### src/rtl/pcm_tsi_pkg.sv
package pcm_tsi_pkg;
    localparam int BYTE_W = 8;
    localparam int NCH    = 2;
    localparam int NPORT  = 2;

    typedef enum logic [1:0] {
        FR_IDLE = 2'd0,
        FR_RUN  = 2'd1,
        FR_GAP  = 2'd2
    } frame_state_e;
endpackage

### src/rtl/pcm_tsi_framer.sv
module pcm_tsi_framer
    import pcm_tsi_pkg::*;
#(
    parameter int BITS_PER_FRAME = 32,
    parameter int CNT_W          = $clog2(BITS_PER_FRAME)
) (
    input  logic             clk,
    input  logic             rst_n,
    input  logic             enable,
    input  logic             fsync,
    output logic             run,
    output logic             frame_start,
    output logic [CNT_W-1:0] cnt
);
    localparam logic [CNT_W-1:0] LAST = CNT_W'(BITS_PER_FRAME - 1);

    frame_state_e     state_q, state_d;
    logic [CNT_W-1:0] cnt_q, cnt_d;

    always_ff @(posedge clk or negedge rst_n) begin
        if (!rst_n) begin
            state_q <= FR_IDLE;
            cnt_q   <= '0;
        end else begin
            state_q <= state_d;
            cnt_q   <= cnt_d;
        end
    end

    always_comb begin
        state_d = state_q;
        cnt_d   = cnt_q;
        if (!enable) begin
            state_d = FR_IDLE;
            cnt_d   = '0;
        end else if (fsync) begin
            state_d = FR_RUN;
            cnt_d   = '0;
        end else begin
            unique case (state_q)
                FR_IDLE: state_d = FR_IDLE;
                FR_RUN: begin
                    if (cnt_q == LAST) begin
                        state_d = FR_GAP;
                        cnt_d   = '0;
                    end else begin
                        cnt_d = cnt_q + 1'b1;
                    end
                end
                FR_GAP:  state_d = FR_GAP;
                default: state_d = FR_IDLE;
            endcase
        end
    end

    always_comb begin
        run         = (state_q == FR_RUN);
        cnt         = cnt_q;
        frame_start = enable && fsync;
    end


    frame_origin_chk: assert property (@(posedge clk) disable iff (!rst_n)
        (enable && fsync) |=> (run && cnt == '0));


    bit_advance_chk: assert property (@(posedge clk) disable iff (!rst_n)
        (run && enable && !fsync && cnt != LAST) |=> (run && cnt == $past(cnt) + 1'b1));


    frame_end_chk: assert property (@(posedge clk) disable iff (!rst_n)
        (run && !fsync && cnt == LAST) |=> !run);
endmodule

### src/rtl/pcm_tsi_tx.sv
module pcm_tsi_tx
    import pcm_tsi_pkg::*;
#(
    parameter int SLOT_W = 7,
    parameter int CNT_W  = 5,
    parameter int NSLOTS = 4
) (
    input  logic                           clk,
    input  logic                           rst_n,
    input  logic                           run,
    input  logic [CNT_W-1:0]               cnt,
    input  logic [NCH-1:0][SLOT_W-1:0]     tx_slot,
    input  logic [NCH-1:0]                 tx_on_b,
    input  logic [NCH-1:0][BYTE_W-1:0]     tx_hold,
    output logic [NPORT-1:0]               dx,
    output logic [NPORT-1:0]               dx_en
);
    localparam logic [SLOT_W:0] SLOT_LIMIT = (SLOT_W+1)'(NSLOTS);

    logic [SLOT_W-1:0] cur_slot;
    logic [2:0]        bit_pos;
    logic [NCH-1:0]    in_slot;
    logic [NCH-1:0]    cur_bit;

    assign cur_slot = SLOT_W'(cnt[CNT_W-1:3]);
    assign bit_pos  = 3'd7 - cnt[2:0];

    for (genvar c = 0; c < NCH; c++) begin : g_chan
        assign in_slot[c] = run && ({1'b0, tx_slot[c]} < SLOT_LIMIT)
                            && (tx_slot[c] == cur_slot);
        assign cur_bit[c] = tx_hold[c][bit_pos];
    end

    for (genvar p = 0; p < NPORT; p++) begin : g_port
        logic own1, own2;
        assign own1     = in_slot[0] && (tx_on_b[0] == 1'(p));
        assign own2     = in_slot[1] && (tx_on_b[1] == 1'(p)) && !own1;
        assign dx_en[p] = own1 || own2;
        assign dx[p]    = own1 ? cur_bit[0] : (own2 ? cur_bit[1] : 1'b0);
    end


    quiet_when_stopped_chk: assert property (@(posedge clk) disable iff (!rst_n)
        !run |-> (dx_en == '0));
endmodule

### src/rtl/pcm_tsi_rx.sv
module pcm_tsi_rx
    import pcm_tsi_pkg::*;
#(
    parameter int SLOT_W = 7,
    parameter int CNT_W  = 5,
    parameter int NSLOTS = 4
) (
    input  logic                       clk,
    input  logic                       rst_n,
    input  logic                       run,
    input  logic [CNT_W-1:0]           cnt,
    input  logic [NPORT-1:0]           dr,
    input  logic [NCH-1:0][SLOT_W-1:0] rx_slot,
    input  logic [NCH-1:0]             rx_on_b,
    output logic [BYTE_W-1:0]          rx_byte,
    output logic                       rx_valid,
    output logic                       rx_chan
);
    localparam logic [SLOT_W:0] SLOT_LIMIT = (SLOT_W+1)'(NSLOTS);

    logic [NPORT-1:0]              dr_q;
    logic [SLOT_W-1:0]             cur_slot;
    logic [NCH-1:0]                done;
    logic [NCH-1:0][BYTE_W-1:0]    next_byte;
    logic                          pend_q;
    logic [BYTE_W-1:0]             pend_byte_q;

    assign cur_slot = SLOT_W'(cnt[CNT_W-1:3]);

    always_ff @(negedge clk or negedge rst_n) begin
        if (!rst_n) dr_q <= '0;
        else        dr_q <= dr;
    end

    for (genvar c = 0; c < NCH; c++) begin : g_chan
        logic [BYTE_W-1:0] sh_q;
        logic              in_slot;
        assign in_slot      = run && ({1'b0, rx_slot[c]} < SLOT_LIMIT)
                              && (rx_slot[c] == cur_slot);
        assign next_byte[c] = {sh_q[BYTE_W-2:0], dr_q[rx_on_b[c]]};
        assign done[c]      = in_slot && (cnt[2:0] == 3'd7);
        always_ff @(posedge clk or negedge rst_n) begin
            if (!rst_n)       sh_q <= '0;
            else if (in_slot) sh_q <= next_byte[c];
        end
    end

    always_ff @(posedge clk or negedge rst_n) begin
        if (!rst_n) begin
            rx_valid    <= 1'b0;
            rx_chan     <= 1'b0;
            rx_byte     <= '0;
            pend_q      <= 1'b0;
            pend_byte_q <= '0;
        end else begin
            rx_valid <= 1'b0;
            if (done[0]) begin
                rx_valid <= 1'b1;
                rx_chan  <= 1'b0;
                rx_byte  <= next_byte[0];
                if (done[1]) begin
                    pend_q      <= 1'b1;
                    pend_byte_q <= next_byte[1];
                end
            end else if (pend_q) begin
                rx_valid <= 1'b1;
                rx_chan  <= 1'b1;
                rx_byte  <= pend_byte_q;
                pend_q   <= done[1];
                if (done[1]) pend_byte_q <= next_byte[1];
            end else if (done[1]) begin
                rx_valid <= 1'b1;
                rx_chan  <= 1'b1;
                rx_byte  <= next_byte[1];
            end
        end
    end


    rx_after_last_bit_chk: assert property (@(posedge clk) disable iff (!rst_n)
        (rx_valid && !rx_chan) |-> ($past(run) && $past(cnt[2:0]) == 3'd7));


    rx_order_chk: assert property (@(posedge clk) disable iff (!rst_n)
        rx_valid |=> (!rx_valid || (rx_chan && !$past(rx_chan))));
endmodule

### src/rtl/pcm_tsi.sv
module pcm_tsi
    import pcm_tsi_pkg::*;
#(
    parameter int BITS_PER_FRAME = 32,
    parameter int SLOT_W         = 7
) (
    input  logic              clk,
    input  logic              rst_n,
    input  logic              enable,
    input  logic              fsync,
    input  logic [SLOT_W-1:0] c1_tx_slot,
    input  logic [SLOT_W-1:0] c2_tx_slot,
    input  logic [SLOT_W-1:0] c1_rx_slot,
    input  logic [SLOT_W-1:0] c2_rx_slot,
    input  logic              c1_tx_on_b,
    input  logic              c2_tx_on_b,
    input  logic              c1_rx_on_b,
    input  logic              c2_rx_on_b,
    input  logic [7:0]        c1_tx_byte,
    input  logic [7:0]        c2_tx_byte,
    input  logic              hwy_a_rx,
    input  logic              hwy_b_rx,
    output logic              hwy_a_tx,
    output logic              hwy_a_tx_en,
    output logic              hwy_b_tx,
    output logic              hwy_b_tx_en,
    output logic              slot_strobe_a,
    output logic              slot_strobe_b,
    output logic [7:0]        rx_byte,
    output logic              rx_valid,
    output logic              rx_chan
);
    localparam int CNT_W  = $clog2(BITS_PER_FRAME);
    localparam int NSLOTS = BITS_PER_FRAME / 8;

    logic                       run, frame_start;
    logic [CNT_W-1:0]           cnt;
    logic [NCH-1:0][BYTE_W-1:0] tx_hold_q;
    logic [NPORT-1:0]           dx, dx_en, drive;

    pcm_tsi_framer #(.BITS_PER_FRAME(BITS_PER_FRAME), .CNT_W(CNT_W)) u_framer (
        .clk(clk), .rst_n(rst_n), .enable(enable), .fsync(fsync),
        .run(run), .frame_start(frame_start), .cnt(cnt)
    );

    always_ff @(posedge clk or negedge rst_n) begin
        if (!rst_n)           tx_hold_q <= '0;
        else if (frame_start) tx_hold_q <= {c2_tx_byte, c1_tx_byte};
    end

    pcm_tsi_tx #(.SLOT_W(SLOT_W), .CNT_W(CNT_W), .NSLOTS(NSLOTS)) u_tx (
        .clk(clk), .rst_n(rst_n), .run(run), .cnt(cnt),
        .tx_slot({c2_tx_slot, c1_tx_slot}),
        .tx_on_b({c2_tx_on_b, c1_tx_on_b}),
        .tx_hold(tx_hold_q),
        .dx(dx), .dx_en(dx_en)
    );

    pcm_tsi_rx #(.SLOT_W(SLOT_W), .CNT_W(CNT_W), .NSLOTS(NSLOTS)) u_rx (
        .clk(clk), .rst_n(rst_n), .run(run), .cnt(cnt),
        .dr({hwy_b_rx, hwy_a_rx}),
        .rx_slot({c2_rx_slot, c1_rx_slot}),
        .rx_on_b({c2_rx_on_b, c1_rx_on_b}),
        .rx_byte(rx_byte), .rx_valid(rx_valid), .rx_chan(rx_chan)
    );

    assign drive         = dx_en & {NPORT{enable}};
    assign hwy_a_tx      = dx[0];
    assign hwy_b_tx      = dx[1];
    assign hwy_a_tx_en   = drive[0];
    assign hwy_b_tx_en   = drive[1];
    assign slot_strobe_a = drive[0];
    assign slot_strobe_b = drive[1];


    reset_quiet_chk: assert property (@(posedge clk)
        !rst_n |=> (!rx_valid && !run));
endmodule

### config.mk
export PLATFORM = sky130hd
export DESIGN_NAME = pcm_tsi
export DESIGN_NICKNAME = d
export VERILOG_FILES = /design/src/rtl/pcm_tsi_pkg.sv /design/src/rtl/pcm_tsi_framer.sv /design/src/rtl/pcm_tsi_tx.sv /design/src/rtl/pcm_tsi_rx.sv /design/src/rtl/pcm_tsi.sv
export SDC_FILE = /design/constraint.sdc
export NUM_CORES = 1
export LEC_CHECK = 0
export CAP_MARGIN = 30
export CELL_PAD_IN_SITES_DETAIL_PLACEMENT = 0
export CELL_PAD_IN_SITES_GLOBAL_PLACEMENT = 2
export CORE_MARGIN = 3
export CORE_UTILIZATION = 34
export DETAILED_ROUTE_END_ITERATION = 16
export PLACE_DENSITY = 0.85
export SYNTH_ARGS = -nofsm -noshare
export SYNTH_HDL_FRONTEND = slang
export SYNTH_SLANG_ARGS = --single-unit
### constraint.sdc
create_clock -name clk -period 5.7 [get_ports clk]
set_clock_uncertainty 0.1 [all_clocks]
set_input_delay 0.855 -clock clk [delete_from_list [all_inputs] [get_ports clk]]
set_output_delay 0.855 -clock clk [all_outputs]
set_load 0.01 [all_outputs]
# After elaboration in Yosys (flattened, before gate mapping)
# Index checks and enable logic that the tools add are counted.
[classes]
n_addsub = 2
n_mul = 0
div_mod_pow = 0
n_lt_le_gt_ge = 7
eq_ne = 11
n_shift = 0
muxes = 34
bitwise = 3
n_reduce_logical = 23
[ops]
columns = ["operator", "n"]
rows = [
  ["2-to-1 mux 8 bit", 6],
  ["equality test 7 x 2 -> 1 bit", 4],
  ["< comparator 7 x 3 -> 1 bit, second input constant", 4],
  ["2-to-1 mux 5 bit", 4],
  ["2-to-1 mux 1 bit", 18],
  ["logical AND 1 bit", 17],
  ["binary-select mux 1 bit (select 3 bit)", 2],
  ["2-to-1 mux 2 bit", 3],
  ["adder 5 x 1 -> 5 bit, second input constant", 1],
  ["equality test 5 bit, second input constant", 1],
  ["< comparator 1 x 2 -> 1 bit, second input constant", 2],
  ["< comparator 3 x 4 -> 1 bit, second input constant", 1],
  ["inequality test 4 bit, second input constant", 1],
  ["one-hot mux 2 bit (2 select lines)", 1],
  ["equality test 3 bit, second input constant", 1],
  ["inequality test 3 x 1 -> 1 bit, second input constant", 1],
  ["nonzero test 3 bit", 1],
  ["subtractor 3 bit, first input constant", 1],
  ["AND 2 bit", 1],
  ["equality test 2 x 1 -> 1 bit, second input constant", 1],
  ["equality test 2 bit, second input constant", 1],
  ["zero test 1 bit", 2],
  ["logical OR 1 bit", 2],
  ["inequality test 2 x 1 -> 1 bit, second input constant", 1],
  ["2 further kinds", 3],
]
[word_totals]
ff_bits = 58
latch_bits = 0
mem_bits_rw = 0
romBits = 0
out_inout_bits = 16
elab_cells = 92
n_memories = 0

# Depth between registers and ports, before layout
# Gate-level depths: netlist (run 1).
[depth]
word_depth = 8
depth_mapped = 8

# Cells and area by module
# Synthesis (run 1) repeated with hierarchy kept, for this count alone.
[unflattened]
cells_unflattened = 234
hier_area_um2 = 3020.4
[modules_own_cells]
columns = ["mod", "n_inst", "cells_per_inst", "area_per_inst_um2", "seq_area_each_um2"]
rows = [
  ["pcm_tsi_rx", 1, 133, 1699.1, 875.8],
  ["pcm_tsi", 1, 38, 676.9, 400.4],
  ["pcm_tsi_framer", 1, 36, 370.4, 175.2],
  ["pcm_tsi_tx", 1, 27, 274.0, 0.0],
]

==> flow_summary.yaml, run 1 <==
status:
  status: "complete, no violations"
power:
  vdd_drop_max_mv: 0.170
  powerDensity_nw_per_um2: 239
  p_leak_nw: 1.63
job:
  drv_cap: 0
worst_setup_path:
  crit_required_ns: 4.74
  cp-end-kind: "output pin"
  rr_startpoint: "u_rx.dr_q[1]"
  path_max_fanout: 3
  crit_path_start_kind: "primary input"
  crit_slowest_cell: "clkdlybuf4s50_1"
  worstPathArrival_ns: 3.21
  critPathKind: "primary input to output pin"
  cp_cell_sequence: "clkdlybuf4s50_1 > or4_1 > nor4_1 > nor2b_1 > a31o_2 > clkdlybuf4s50_1"
  cp_num_buf_inv: 2
  max_stage_delay_ns: 0.54
  crit_top_cell: "clkdlybuf4s50_1"
  crit_start: "c2_tx_slot[5]"
  cp_top_family: "simple AND/OR/NAND/NOR gates"
clock_tree:
  clockBufferDepth: 2
  holdBufCountCts: 0
  clock_latency_ns: 0.33
  post_cts_buffers: 0
  clkSinkCount: 58
  clk_pin_slew_ns: 0.08
  htree_levels: 3
  postCtsResizedCells: 0
  cts_inserted_buffers: 9
  cts_tree: "yes"
  root_buffer: "clkbuf_8"
synthesis:
  syn_inst: 228
  ys_types: 43
  avgSynthCellArea_um2: 12.3
  yosysTopAreaCell: "dfrtp_1"
  ys_seq_area_frac: 0.517
  synth_edf_count: 0
  ys_warn_count: 0
  synth_area_um2: 2810
  synth_nets: 286
  synth_flop_cell: "dfrtp_1"
  ys_ff_latch: 58
  async_flop_share: 1.00
  synth_area_leaders: "dfrtp_1 (50%), mux2_2 (16%), mux4_2 (3.2%), nor2_1 (2.4%), o31ai_1 (1.9%)"
  synth_top_area_frac: 0.500
global_route:
  antenna_found_initial: 0
  grt-ovfl-total: 0
  grt_pass1_wl_um: 10300
  grt_max_degree: 57
  grt.total_usage: 0.134
  grt_pass1_vias: 2092
layout:
  nFillCells: 738
  drive_gt1_frac: 0.228
  final_common_cell: "clkdlybuf4s50_1"
  fin_area_um2: 3770
  mostFrequentLayoutCells: "clkdlybuf4s50_1 (68), dfrtp_1 (56), mux2_2 (41)"
  fin_util: 0.480
  diodes: 0
  layout.nets: 355
  synthToLayoutAreaGrowth_pct: 34.3
detailed_routing:
  drt_first_iter_violations: 79
  drt-vias-per-instance: 4.88
  ant_nets: 0
  drc_errors: 0
  vias: 1973
  routed_wl_um: 5850
  first_pass_iters: 4
  wl_per_cell_um: 14.5
floorplanning:
  die_h_um: 96.8
  start_util: 0.357
  rows: 32
  core_region_area_um2: 7850
  ios: 70
  die_w_um: 96.8
  die_area_um2: 9380
place:
  io_buffers: 69
  dp_hpwl_um: 4300
  placed_area_um2: 3570
  gp_congestion: 0.766
sta:
  finalHoldWorstSlack_ns: 0.389
  max_clock_freq_mhz: 240
  final_max_slew_viol_count: 0
  final_hold_viol_count: 0
  finalSetupViolCount: 0
  rsz0062_at_grt: "no"
  relSlewSlack: 0.525
  finalCritPeriodShare: 0.730
  setup_tns_ns: 0
  worst_pin_slew_ns: 0.712
  min_period_ns: 4.16
hold_path:
  hp-start: "u_rx.g_chan[0].sh_q[6]"
  hold_class: "register to register"
## cells in the mapped netlist, drive strengths merged (3+ instances only)
cell type / number
o31ai: 7
xor2: 4
or4: 5
nand2: 12
xnor2: 4
mux2: 41
inv: 4
mux4: 4
nand2b: 6
nor2b: 5
mux2i: 3
dfrtp: 56
nor2: 18
clkbuf: 9
o22ai: 7
o21ai: 3
a21oi: 6
ha: 4
buf: 3
## sequential cells by signal (all words and copies together) (netlist names)
register	cells
tx_hold_q	16
u_rx.rx_valid	1
u_rx.pend_q	1
u_rx.pend_byte_q	8
u_rx.rx_chan	1
u_rx.g_chan.sh_q	14
u_framer.state_q	2
u_rx.dr_q	2
u_rx.rx_byte	8
u_framer.cnt	5
## worst reg2reg max path: stages (launching register included)
cell	delay, ns
dfrtn_1	0.34
mux2_2	0.28
inv_1	0.08
o221ai_1	0.09
mux2_2	0.28
## where the power goes
| part | total [W] | leakage, nW | internal, W | switching, W |
|---|---|---|---|---|
| registers | 0.000441 | 0.758 | 0.000431 | 0.0000104 |
| logic | 0.0000929 | 0.778 | 0.0000611 | 0.0000318 |
| clock network | 0.000367 | 0.0990 | 0.000201 | 0.000166 |
## path summary, 6_finish.rpt
kind	end	slack, ns	cells past startpoint
min reg2reg	u_rx.rx_byte[7]	0.39	2
min in group asynchronous	u_rx.rx_chan	0.59	2
min	u_rx.rx_byte[7]	0.39	2
max reg2reg	u_rx.rx_byte[0]	1.59	4
max	hwy_a_tx	1.54	6
max in group asynchronous	u_rx.dr_q[0]	2.41	1
## final cells by class
cell class | count | area (um2) | share of cell area
Tap cell | 102 | 128 | 0.0339
Multi-Input combinational cell | 153 | 1280 | 0.340
Clock inverter | 7 | 70.1 | 0.0186
Clock buffer | 9 | 124 | 0.0329
Inverter | 5 | 18.8 | 0.00498
Timing Repair Buffer | 70 | 693 | 0.184
Sequential cell | 58 | 1450 | 0.385
## cells by family after synthesis
logic type               after synthesis  synth area share
AO/OA/AOI/OAI                         33            0.0897
XOR/XNOR                               8            0.0250
adder cells (fa/ha/maj)                4            0.0178
buffers and inverters                 17            0.0259
flip-flops                            58             0.517
multiplexers                          48             0.207
AND/OR/NAND/NOR                       60             0.117
## per-stage QoR
stage,total power [W],setup slack (ns),std cells
after CTS,0.000919,1.53,404
final,0.000902,1.54,404
after floorplan,0.000487,1.65,228
after detailed placement,0.000545,1.32,388
after global placement,0.000542,1.34,388
after global routing,0.000948,1.33,404
## metal layers
layer,wire (um),global-route usage,up-vias
li1,-,-,974
met1,2660,0.173,946
met2,2880,0.215,49
met3,267,0.0454,4
met4,31,0.0389,0
met5,0,0,-
Power figures use the tool's default switching activity.
==> run 2: changes to the inputs <==
--- a/config.mk
+++ b/config.mk
@@ -9,9 +9,9 @@
 export CELL_PAD_IN_SITES_DETAIL_PLACEMENT = 0
 export CELL_PAD_IN_SITES_GLOBAL_PLACEMENT = 2
 export CORE_MARGIN = 3
-export CORE_UTILIZATION = 34
+export CORE_UTILIZATION = 32
 export DETAILED_ROUTE_END_ITERATION = 16
-export PLACE_DENSITY = 0.85
+export PLACE_DENSITY = 0.81
 export SYNTH_ARGS = -nofsm -noshare
 export SYNTH_HDL_FRONTEND = slang
 export SYNTH_SLANG_ARGS = --single-unit
==> constraint.sdc (replaced) <==
create_clock -name clk -period 4 [get_ports clk]
set_clock_uncertainty 0.1 [all_clocks]
set_input_delay 0.6 -clock clk [delete_from_list [all_inputs] [get_ports clk]]
set_output_delay 0.6 -clock clk [all_outputs]
set_load 0.01 [all_outputs]
==> run 2 against run 1 <==
  * Largest cell class unchanged
  * Clock power is 61% higher
  * First-iteration DRC count down 56%
  * Combinational power up 43%
  * Hold slack worse by 0.039 ns
  * Critical path type unchanged
==> flow_summary.yaml, run 2 (synthesized netlist as in run 1, its figures left out) <==
job:
  drv_cap: 0
layout:
  mostFrequentLayoutCells: "clkdlybuf4s50_1 (68), dfrtp_1 (56), mux2_2 (41)"
  final_common_cell: "clkdlybuf4s50_1"
  largest_register_ffs: 16
  drive_gt1_frac: 0.230
  regMostFlops: "tx_hold_q"
  synthToLayoutAreaGrowth_pct: 35.8
  largestRegisters: "tx_hold_q x16, u_rx.g_chan.sh_q x14"
  diodes: 0
  fin_util: 0.455
  layout.nets: 357
  stdcell_count: 409
sta:
  final_hold_viol_count: 0
  max_clock_freq_mhz: 282
  finalSetupViolCount: 0
  min_period_ns: 3.55
  rsz0062_at_grt: "no"
  finalHoldWorstSlack_ns: 0.350
  relSlewSlack: 0.526
  finalCritPeriodShare: 0.887
  worst_pin_slew_ns: 0.710
  setup_tns_ns: 0
  final_max_slew_viol_count: 0
worst_setup_path:
  reg2reg_to: "u_rx.rx_byte[0]"
  setup.worst_path.end: "hwy_a_tx"
  crit_start: "c2_tx_slot[5]"
  crit_required_ns: 3.30
  cp-end-kind: "output pin"
  worstPathArrival_ns: 2.85
  rrSetupSlack_ns: 0.71
  crit_path_start_kind: "primary input"
  path_max_fanout: 3
  critPathKind: "primary input to output pin"
  r2r_cells: 4
  rr_startpoint: "u_rx.dr_q[1]"
floorplanning:
  die_h_um: 99.6
  start_util: 0.335
  ios: 70
  die_w_um: 99.6
  die_area_um2: 9930
  core_region_area_um2: 8380
  rows: 33
clock_tree:
  clock_latency_ns: 0.33
  root_buffer: "clkbuf_8"
  htree_levels: 3
  clkSinkCount: 58
  cts_tree: "yes"
  postCtsResizedCells: 0
  post_cts_buffers: 0
  holdBufCountCts: 0
  clk_pin_slew_ns: 0.07
  clockBufferDepth: 2
  cts_inserted_buffers: 9
global_route:
  antenna_found_initial: 0
  grt.total_usage: 0.133
  grt_pass1_vias: 2131
  grt_pass1_wl_um: 10500
  grt-ovfl-total: 0
  grt_max_degree: 57
detailed_routing:
  drt-vias-per-instance: 4.88
  routed_wl_um: 6100
  vias: 1995
  wl_per_cell_um: 14.9
  ant_nets: 0
  first_pass_iters: 6
  drc_errors: 0
  drt_first_iter_violations: 35
place:
  io_buffers: 69
  dp.cells: 393
  gp_congestion: 0.717
  dp_hpwl_um: 4450
power:
  vdd_drop_max_mv: 0.155
  p_total_w: 0.00135
  p_leak_nw: 1.65
  powerDensity_nw_per_um2: 355
status:
  status: "complete, no violations"
hold_path:
  hold_class: "primary input to async pin"
==> run 2: worst max-delay path, cell delays in order <==
cell and delay (ns):
clkdlybuf4s50_1 0.39, or4_1 0.51, nor4_1 0.42, nor2b_1 0.23, a31o_2 0.17, clkdlybuf4s50_1 0.53
==> run 2: through the flow <==
step	setup slack (ns)	instance area [um2]
floorplan	0.797	2810
global placement	0.437	3590
detailed placement	0.419	3590
CTS	0.409	3810
global route	0.222	3810
finish	0.452	3810
==> run 2: worst min-delay path by stage <==
stage | from | endpoint | slack (ns) | cells past startpoint
floorplan | rst_n | tx_hold_q[0] | 0.20 | 0
global route | u_rx.g_chan[0].sh_q[6] | u_rx.rx_byte[7] | 0.41 | 2
CTS | rst_n | u_framer.cnt[3] | 0.38 | 2
global placement | u_rx.g_chan[0].sh_q[6] | u_rx.rx_byte[7] | 0.36 | 2
finish | rst_n | u_rx.pend_byte_q[0] | 0.35 | 2
detailed placement | u_rx.g_chan[0].sh_q[6] | u_rx.rx_byte[7] | 0.38 | 2
==> run 2: metal layers <==
metal	up-vias	share of wire	GRT usage
met2	60	0.48	0.212
li1	968	-	-
met4	0	0.0043	0.0410
met3	4	0.063	0.0477
met5	-	0	0
met1	963	0.46	0.170
==> run 2: area by class of cell <==
type,count,area [um2]
well taps,105,131
repair buffers,72,708
inverters,5,18.8
clock buffers,11,141
fillers,803,4570
multi-input cells,153,1280
flip-flops and latches,58,1450
clock inverters,5,77.6
==> run 2: report_power, final <==
| group | internal, W | total [W] | leakage, nW | switching, W |
|---|---|---|---|---|
| Clock | 0.000366 | 0.000592 | 0.109 | 0.000226 |
| Sequential | 0.000614 | 0.000629 | 0.758 | 0.0000149 |
| Combinational | 0.0000876 | 0.000133 | 0.788 | 0.0000452 |
| Total | 0.00107 | 0.00135 | 1.65 | 0.000286 |
